$ cat config.mk
export PLATFORM = sky130hd
export DESIGN_NAME = evr_event_router
export DESIGN_NICKNAME = d
export VERILOG_FILES = /design/src/rtl/evr_pkg.sv /design/src/rtl/evr_regs.sv /design/src/rtl/evr_route.sv /design/src/rtl/evr_event_router.sv
export SDC_FILE = /design/constraint.sdc
export NUM_CORES = 1
export LEC_CHECK = 0
export BUFFER_PORTS_ARGS = -buffer_cell sky130_fd_sc_hd__buf_2
export CAP_MARGIN = 20
export CORE_MARGIN = 1.5
export CORE_UTILIZATION = 37
export CTS_CLUSTER_SIZE = 28
export DETAILED_ROUTE_END_ITERATION = 10
export PLACE_DENSITY_LB_ADDON = 0.1
export SLEW_MARGIN = 15
export SYNTH_ARGS = -nofsm -noshare
export SYNTH_HDL_FRONTEND = slang
export SYNTH_SLANG_ARGS = --single-unit
$ cat constraint.sdc
create_clock -name clk -period 1.5 [get_ports clk]
set_clock_uncertainty 0.2 [all_clocks]
set_input_delay 0.15 -clock clk [delete_from_list [all_inputs] [get_ports clk]]
set_output_delay 0.15 -clock clk [all_outputs]
set_load 0.005 [all_outputs]
$ cat src/rtl/evr_pkg.sv
package evr_pkg;
  // event positions shared by status, mask and DMA line vectors
  localparam int EV_N      = 4;
  localparam int EV_CIN    = 0;
  localparam int EV_DIN    = 1;
  localparam int EV_DOUT   = 2;
  localparam int EV_COUT   = 3;
  // configuration word bit positions
  localparam int CFG_DIN   = 5;
  localparam int CFG_DOUT  = 6;
  localparam int CFG_CIN   = 7;
  localparam int CFG_COUT  = 8;
  localparam int CFG_FOLD  = 9;
  // word addresses
  localparam logic [1:0] ADR_STAT = 2'd0;
  localparam logic [1:0] ADR_MASK = 2'd1;
  localparam logic [1:0] ADR_CFG  = 2'd2;
  localparam logic [1:0] ADR_SYS  = 2'd3;

  // fold context-out onto data-out when requested
  function automatic logic [EV_N-1:0] fold_src(input logic [EV_N-1:0] ev, input logic fold);
    logic [EV_N-1:0] r;
    r = ev;
    if (fold) begin
      r[EV_DOUT] = ev[EV_DOUT] | ev[EV_COUT];
      r[EV_COUT] = 1'b0;
    end
    return r;
  endfunction

  // drop the context-out enable when folding
  function automatic logic [EV_N-1:0] fold_en(input logic [EV_N-1:0] en, input logic fold);
    logic [EV_N-1:0] r;
    r = en;
    if (fold) r[EV_COUT] = 1'b0;
    return r;
  endfunction
endpackage

$ cat src/rtl/evr_regs.sv
module evr_regs
  import evr_pkg::*;
#(
  parameter int DW = 32,
  parameter int AW = 2
) (
  input  logic          clk,
  input  logic          rst_n,
  input  logic          we,
  input  logic [AW-1:0] addr,
  input  logic [DW-1:0] wdata,
  input  logic [EV_N-1:0] ev,
  output logic [EV_N-1:0] mask,
  output logic [EV_N-1:0] dma_en,
  output logic          fold,
  output logic [DW-1:0] rdata
);
  localparam int CFG_W = CFG_FOLD - CFG_DIN + 1;

  logic [EV_N-1:0]  mask_q;
  logic [CFG_W-1:0] cfg_q;
  logic             rst_done_q;
  logic             wr_mask, wr_cfg;

  assign wr_mask = we && (addr == ADR_MASK);
  assign wr_cfg  = we && (addr == ADR_CFG);

  always_ff @(posedge clk or negedge rst_n) begin
    if (!rst_n) begin
      mask_q     <= '0;
      cfg_q      <= '0;
      rst_done_q <= 1'b0;
    end else begin
      rst_done_q <= 1'b1;
      if (wr_mask) mask_q <= wdata[EV_N-1:0];
      if (wr_cfg)  cfg_q  <= wdata[CFG_FOLD:CFG_DIN];
    end
  end

  assign mask = mask_q;
  assign fold = cfg_q[CFG_FOLD-CFG_DIN];
  assign dma_en[EV_CIN]  = cfg_q[CFG_CIN-CFG_DIN];
  assign dma_en[EV_DIN]  = cfg_q[CFG_DIN-CFG_DIN];
  assign dma_en[EV_DOUT] = cfg_q[CFG_DOUT-CFG_DIN];
  assign dma_en[EV_COUT] = cfg_q[CFG_COUT-CFG_DIN];

  always_comb begin
    rdata = '0;
    case (addr)
      ADR_STAT: rdata[EV_N-1:0] = ev;
      ADR_MASK: rdata[EV_N-1:0] = mask_q;
      ADR_CFG:  rdata[CFG_FOLD:CFG_DIN] = cfg_q;
      default:  rdata[0] = rst_done_q;
    endcase
  end

  AST_RSTDONE_SET: assert property (@(posedge clk) disable iff (!rst_n)
    1'b1 |=> rst_done_q);
  AST_MASK_HOLD: assert property (@(posedge clk) disable iff (!rst_n)
    !wr_mask |=> $stable(mask_q));
  AST_CFG_HOLD: assert property (@(posedge clk) disable iff (!rst_n)
    !wr_cfg |=> $stable(cfg_q));
endmodule

$ cat src/rtl/evr_route.sv
module evr_route
  import evr_pkg::*;
(
  input  logic            clk,
  input  logic            rst_n,
  input  logic [EV_N-1:0] ev,
  input  logic [EV_N-1:0] mask,
  input  logic [EV_N-1:0] dma_en,
  input  logic            fold,
  output logic            irq,
  output logic [EV_N-1:0] dma_req
);
  logic [EV_N-1:0] src_eff;
  logic [EV_N-1:0] mask_eff;
  logic [EV_N-1:0] den_eff;

  assign src_eff  = fold_src(ev, fold);
  assign mask_eff = fold_en(mask, fold);
  assign den_eff  = fold_en(dma_en, fold);

  assign irq = |(src_eff & mask_eff);

  for (genvar k = 0; k < EV_N; k++) begin : g_line
    assign dma_req[k] = src_eff[k] & den_eff[k];
  end

  AST_IRQ_NEEDS_MASK: assert property (@(posedge clk) disable iff (!rst_n)
    (mask == '0) |-> !irq);
  AST_DMA_NEEDS_EVENT: assert property (@(posedge clk) disable iff (!rst_n)
    (!fold && dma_req[EV_DIN]) |-> ev[EV_DIN]);
  AST_FOLD_COUT_QUIET: assert property (@(posedge clk) disable iff (!rst_n)
    fold |-> !dma_req[EV_COUT]);
  AST_FOLD_DOUT_SRC: assert property (@(posedge clk) disable iff (!rst_n)
    (fold && dma_req[EV_DOUT]) |-> (ev[EV_DOUT] || ev[EV_COUT]));
  AST_FOLD_MASK3_IGNORED: assert property (@(posedge clk) disable iff (!rst_n)
    (fold && mask[EV_DOUT] == 1'b0 && (ev & mask & 4'b0011) == '0) |-> !irq);
endmodule

$ cat src/rtl/evr_event_router.sv
module evr_event_router
  import evr_pkg::*;
#(
  parameter int DW = 32,
  parameter int AW = 2
) (
  input  logic          clk,
  input  logic          rst_n,
  input  logic [3:0]    ev_lvl,
  input  logic          reg_we,
  input  logic [AW-1:0] reg_addr,
  input  logic [DW-1:0] reg_wdata,
  output logic [DW-1:0] reg_rdata,
  output logic          irq,
  output logic [3:0]    dma_req
);
  logic [EV_N-1:0] mask_w;
  logic [EV_N-1:0] dma_en_w;
  logic            fold_w;

  evr_regs #(.DW(DW), .AW(AW)) u_regs (
    .clk    (clk),
    .rst_n  (rst_n),
    .we     (reg_we),
    .addr   (reg_addr),
    .wdata  (reg_wdata),
    .ev     (ev_lvl),
    .mask   (mask_w),
    .dma_en (dma_en_w),
    .fold   (fold_w),
    .rdata  (reg_rdata)
  );

  evr_route u_route (
    .clk     (clk),
    .rst_n   (rst_n),
    .ev      (ev_lvl),
    .mask    (mask_w),
    .dma_en  (dma_en_w),
    .fold    (fold_w),
    .irq     (irq),
    .dma_req (dma_req)
  );
endmodule

== Yosys cells after proc, flatten, opt, wreduce, memory -nomap -nowiden ==
Index checks and enable logic that the tools add are counted.

* Register bits after elaboration: 10
* Bits of input ports: 41
* Output and inout port bits: 37
* Logic and storage cells: 21

* Eq/ne operators: 2
* Mux-type cells: 6
* Bitwise logic cells: 6
* Reduce and logical (&&, ||, !) cells: 4

{| class="wikitable"
|+ Operator list
! operator !! number
|-
| case mux 3 bit (2 select lines) || 1
|-
| 2-to-1 mux 5 bit || 1
|-
| AND 1 bit || 4
|-
| AND 4 bit || 1
|-
| OR reduction 4 bit || 1
|-
| case mux 1 bit (3 select lines) || 1
|-
| equality test 2 x 1 -> 1 bit, second input constant || 1
|-
| equality test 2 bit, second input constant || 1
|-
| logical AND 1 bit || 2
|-
| logical NOT 2 bit || 1
|-
| 2-to-1 mux 1 bit || 2
|-
| 2-to-1 mux 2 bit || 1
|-
| bitwise OR 1 bit || 1
|}

== Logic depth before layout (Yosys ltp) ==
* Depth in word-level cells: 4
* Mapped depth: 3
* Depth with buffers taken out: 2

== Hierarchy ==
Synthesis repeated with hierarchy kept, for this count alone.

* Cell total of the unflattened synthesis: 72
* Area, all modules: 782.0 µm²

{| class="wikitable"
|+ By module, submodules not included
! module !! times used !! cells an instance !! area an instance (µm²) !! sequential area each (µm²)
|-
| evr_regs || 1 || 63 || 721.9 || 250.2
|-
| evr_route || 1 || 9 || 60.1 || 0.0
|}

== Worst setup path before layout ==
No wires, ideal clock.

* Path kind: in2reg
* Start: input port reg_addr[0]
* End: register u_regs.cfg_q[0]
* Library setup time: 0.125 ns
* Data arrival time: 0.741 ns
* Data required time: 1.175 ns
* Setup slack: 0.434 ns
* Cell stages on the path: 3
* Path buffers: 1
* Cell sequence: buf_6 nand3b_4 mux2_2

* Longest elaborated chain between the ends: 2

{| class="wikitable"
|+ RTL lines
! item !! RTL line !! text
|-
| from (decl) || evr_event_router.sv:11 || <nowiki>input logic [AW-1:0] reg_addr,</nowiki>
|-
| equality test 2 bit || evr_regs.sv:26 || <nowiki>assign wr_cfg = we && (addr == ADR_CFG);</nowiki>
|-
| logical AND 1 bit || evr_regs.sv:26 ||
|-
| to (signal assigned) || evr_regs.sv:36 || <nowiki>if (wr_cfg) cfg_q <= wdata[CFG_FOLD:CFG_DIN];</nowiki>
|-
| to (decl) || evr_regs.sv:21 || <nowiki>logic [CFG_W-1:0] cfg_q;</nowiki>
|}

Every way passes these cells.
A chain may end at the register's enable or synchronous reset.

== Worst setup path after layout ==
* Start: register u_regs.cfg_q[4]
* End: output port irq

* Longest elaborated chain between the ends: 3
* Elaborated cells between the ends (all ways): 4
* Classes of those cells: mux (2); bitwise (1); reduce/logical (1)

{| class="wikitable"
|+ RTL lines
! item !! RTL line !! text
|-
| 2-to-1 mux 2 bit / 2-to-1 mux 1 bit (equally long branches) || evr_pkg.sv:24, evr_pkg.sv:35 ||
|-
| AND 4 bit (*) || evr_route.sv:21 || <nowiki>assign irq = |(src_eff & mask_eff);</nowiki>
|-
| OR reduction 4 bit (*) || evr_route.sv:21 ||
|-
| to (decl) || evr_event_router.sv:14 || <nowiki>output logic irq,</nowiki>
|}

Mark *: on every way between the ends. The rest lies on a longest branch, timed or not.

==> results.cfg <==
[status]
outcome = complete, no violations

[finish]
final_nets = 156
final_common_cell = buf_2
antenna_cells = 0
drive_above_1_share_pct = 43.0
n_fill_cell = 185
synthToLayoutAreaGrowth_pct = 31.3
layout_common_cells = buf_2, conb_1, dlygate4sd3_1, dfrtp_1, mux2_2
fin_util_pct = 50.8
instances_no_fill = 141

[die]
io_pins = 78
rows = 16
die_w_um = 47.8
dieArea_sq_um = 2290
initial_core_util_pct = 38.7
coreArea_sq_um = 1920
die_y_um = 47.8

[critical_path]
cp.required_ns = 1.15
end_kind = output port
critical-path-top-delay-family = flip-flops
critPathSlowestCell = dfrtp_1
path_cells = a21oi_2, o211ai_1, buf_2
cp.arrival_ns = 1.10
path_class = register to output port
crit_path_start_kind = register
worstPathMaxFanout = 5
slowest_delay_ns = 0.42
critPathBufInv = 1

[synthesis]
syn_area_sq_um = 743
ys_seq_area_share_pct = 33.7
syn-instance-count = 71
synth_area_per_cell_sq_um = 10.5
yosysWarningCount = 0
synth.distinct_cells = 19
synth-seq-cells = 10

[clock_network]
path_clk_slew_ns = 0.07
cts_tree = yes
cts_buffer_depth = 2
cts.sinks = 10
insertion_delay_ns = 0.26
cts-root-buf = clkbuf_4
numCtsBuffers = 3
htreeDepth = 1

[timing]
fmax_mhz = 691
hold_viol_final = 0
setup_viol = 0
rsz0062_at_grt = true
min_period_ns = 1.45
finalCritPeriodShare_pct = 96.4
tns_ns = 0
slew_violations = 0

[global_route]
grt_max_degree = 11
grt_pass1_wl_um = 1850
grt_use_total_pct = 12.0
grt-ovfl-total = 0
antenna_found_initial = 0
first_global_vias = 415

[hold_path]
hold_class = input pin to asynchronous set/reset pin

[routing]
drt_pass1_iterations = 4
routedWlPerCell_um = 9.55
drcViolationCount = 0
first_iter_violations = 6
viasPerCell = 3.95
routed_wl_um = 1350
num_vias = 557
drtAntennaViolNets = 0

[power_and_ir_drop]
power.density_nw_per_um2 = 835
p_leak_nw = 0.541
ir_drop_uv = 633

[run]
max_cap_viol_count = 0

[placed_design]
hpwl_um = 1050
dp.cells = 127
numPortBuffers = 31
gp_congestion = 0.628
==> layer usage <==
| layer | GRT usage [%] | up-vias | part of all wire (%) |
|---|---|---|---|
| li1 | - | 275 | - |
| met1 | 15.3 | 249 | 42 |
| met2 | 19.7 | 33 | 52 |
| met3 | 2.26 | 0 | 6.6 |
| met4 | 4.86 | 0 | 0 |
| met5 | 0 | - | 0 |
==> layout make-up <==
class | instances | area, sq um | area share, %
Clock buffer | 4 | 36.3 | 3.72
Inverter | 1 | 3.75 | 0.385
Multi-Input combinational cell | 58 | 397 | 40.6
Sequential cell | 10 | 250 | 25.6
Tap cell | 27 | 33.8 | 3.46
Timing Repair Buffer | 41 | 255 | 26.2
==> registers in the layout (all words and copies together) (netlist names) <==
signal             cells
u_regs.mask            4
u_regs.rst_done_q      1
u_regs.cfg_q           5
==> path summary, 6_finish.rpt <==
path	from	endpoint	slack [ns]	depth (start not counted)
setup / recovery	u_regs.cfg_q[4]	irq	0.05	3
hold / removal	rst_n	u_regs.cfg_q[2]	0.08	2
setup reg to reg	u_regs.cfg_q[4]	u_regs.cfg_q[4]	0.50	1
hold reg to reg	u_regs.cfg_q[1]	u_regs.cfg_q[1]	0.33	1
max in group asynchronous	rst_n	u_regs.mask[3]	0.83	2
min in group clk	reg_we	u_regs.mask[3]	0.10	3
==> logic make-up (layout without fill, tap and decap cells) <==
family	Yosys count	after routing	synth area share [%]
flip-flops	10	10	33.7
multiplexers	13	13	19.0
AND/OR/NAND/NOR	17	17	17.7
AO/OA/AOI/OAI	4	4	3.37
other	2	24	1.01
buffers and inverters	25	46	25.3
==> cells in the mapped netlist <==
cell type	count	share of area (%)
buf_4	23	23
dfrtp_1	10	34
mux2_2	9	14
and2_1	7	5.9
mux2i_1	4	5.4
nor2_1	3	1.5
conb_1	2	1.0
nand3b_4	2	5.4
a21oi_1	1	0.67
a22oi_1	1	1.0
and2b_2	1	1.2
and3b_1	1	1.2
buf_6	1	1.5
inv_1	1	0.50
nand3_1	1	0.67
nand3b_1	1	1.0
nor2b_1	1	0.84
o211ai_1	1	1.0
o21ai_0	1	0.67
==> power breakdown <==
group	leakage, nW	switching [mW]	internal (mW)	total, mW
Combinational	0.402	0.0903	0.133	0.223
Sequential	0.118	0.0369	0.317	0.354
Clock	0.0210	0.0896	0.147	0.237
Total	0.541	0.217	0.598	0.815
==> repair_timing <==
item / CTS / global route
gates resized for setup: 1 / 1
hold buffers: 10 / 0
setup endpoints to repair: 1 / 1
buffers inserted: 0 / 0
endpoints found under the hold margin: 19 / 0
==> metrics by stage <==
stage | hold WS [ns] | power (mW) | worst slack [ns] | cell area, sq um
final | 0.0802 | 0.815 | 0.0537 | 976
after global routing | 0.0945 | 0.883 | -0.0287 | 976
after CTS | 0.0755 | 0.822 | 0.00490 | 971
after global placement | -0.167 | 0.557 | 0.231 | 831
after detailed placement | -0.175 | 0.560 | 0.236 | 831
after floorplan | -0.346 | 0.513 | 0.434 | 826
Note: power is estimated with default switching activity, not from simulation.
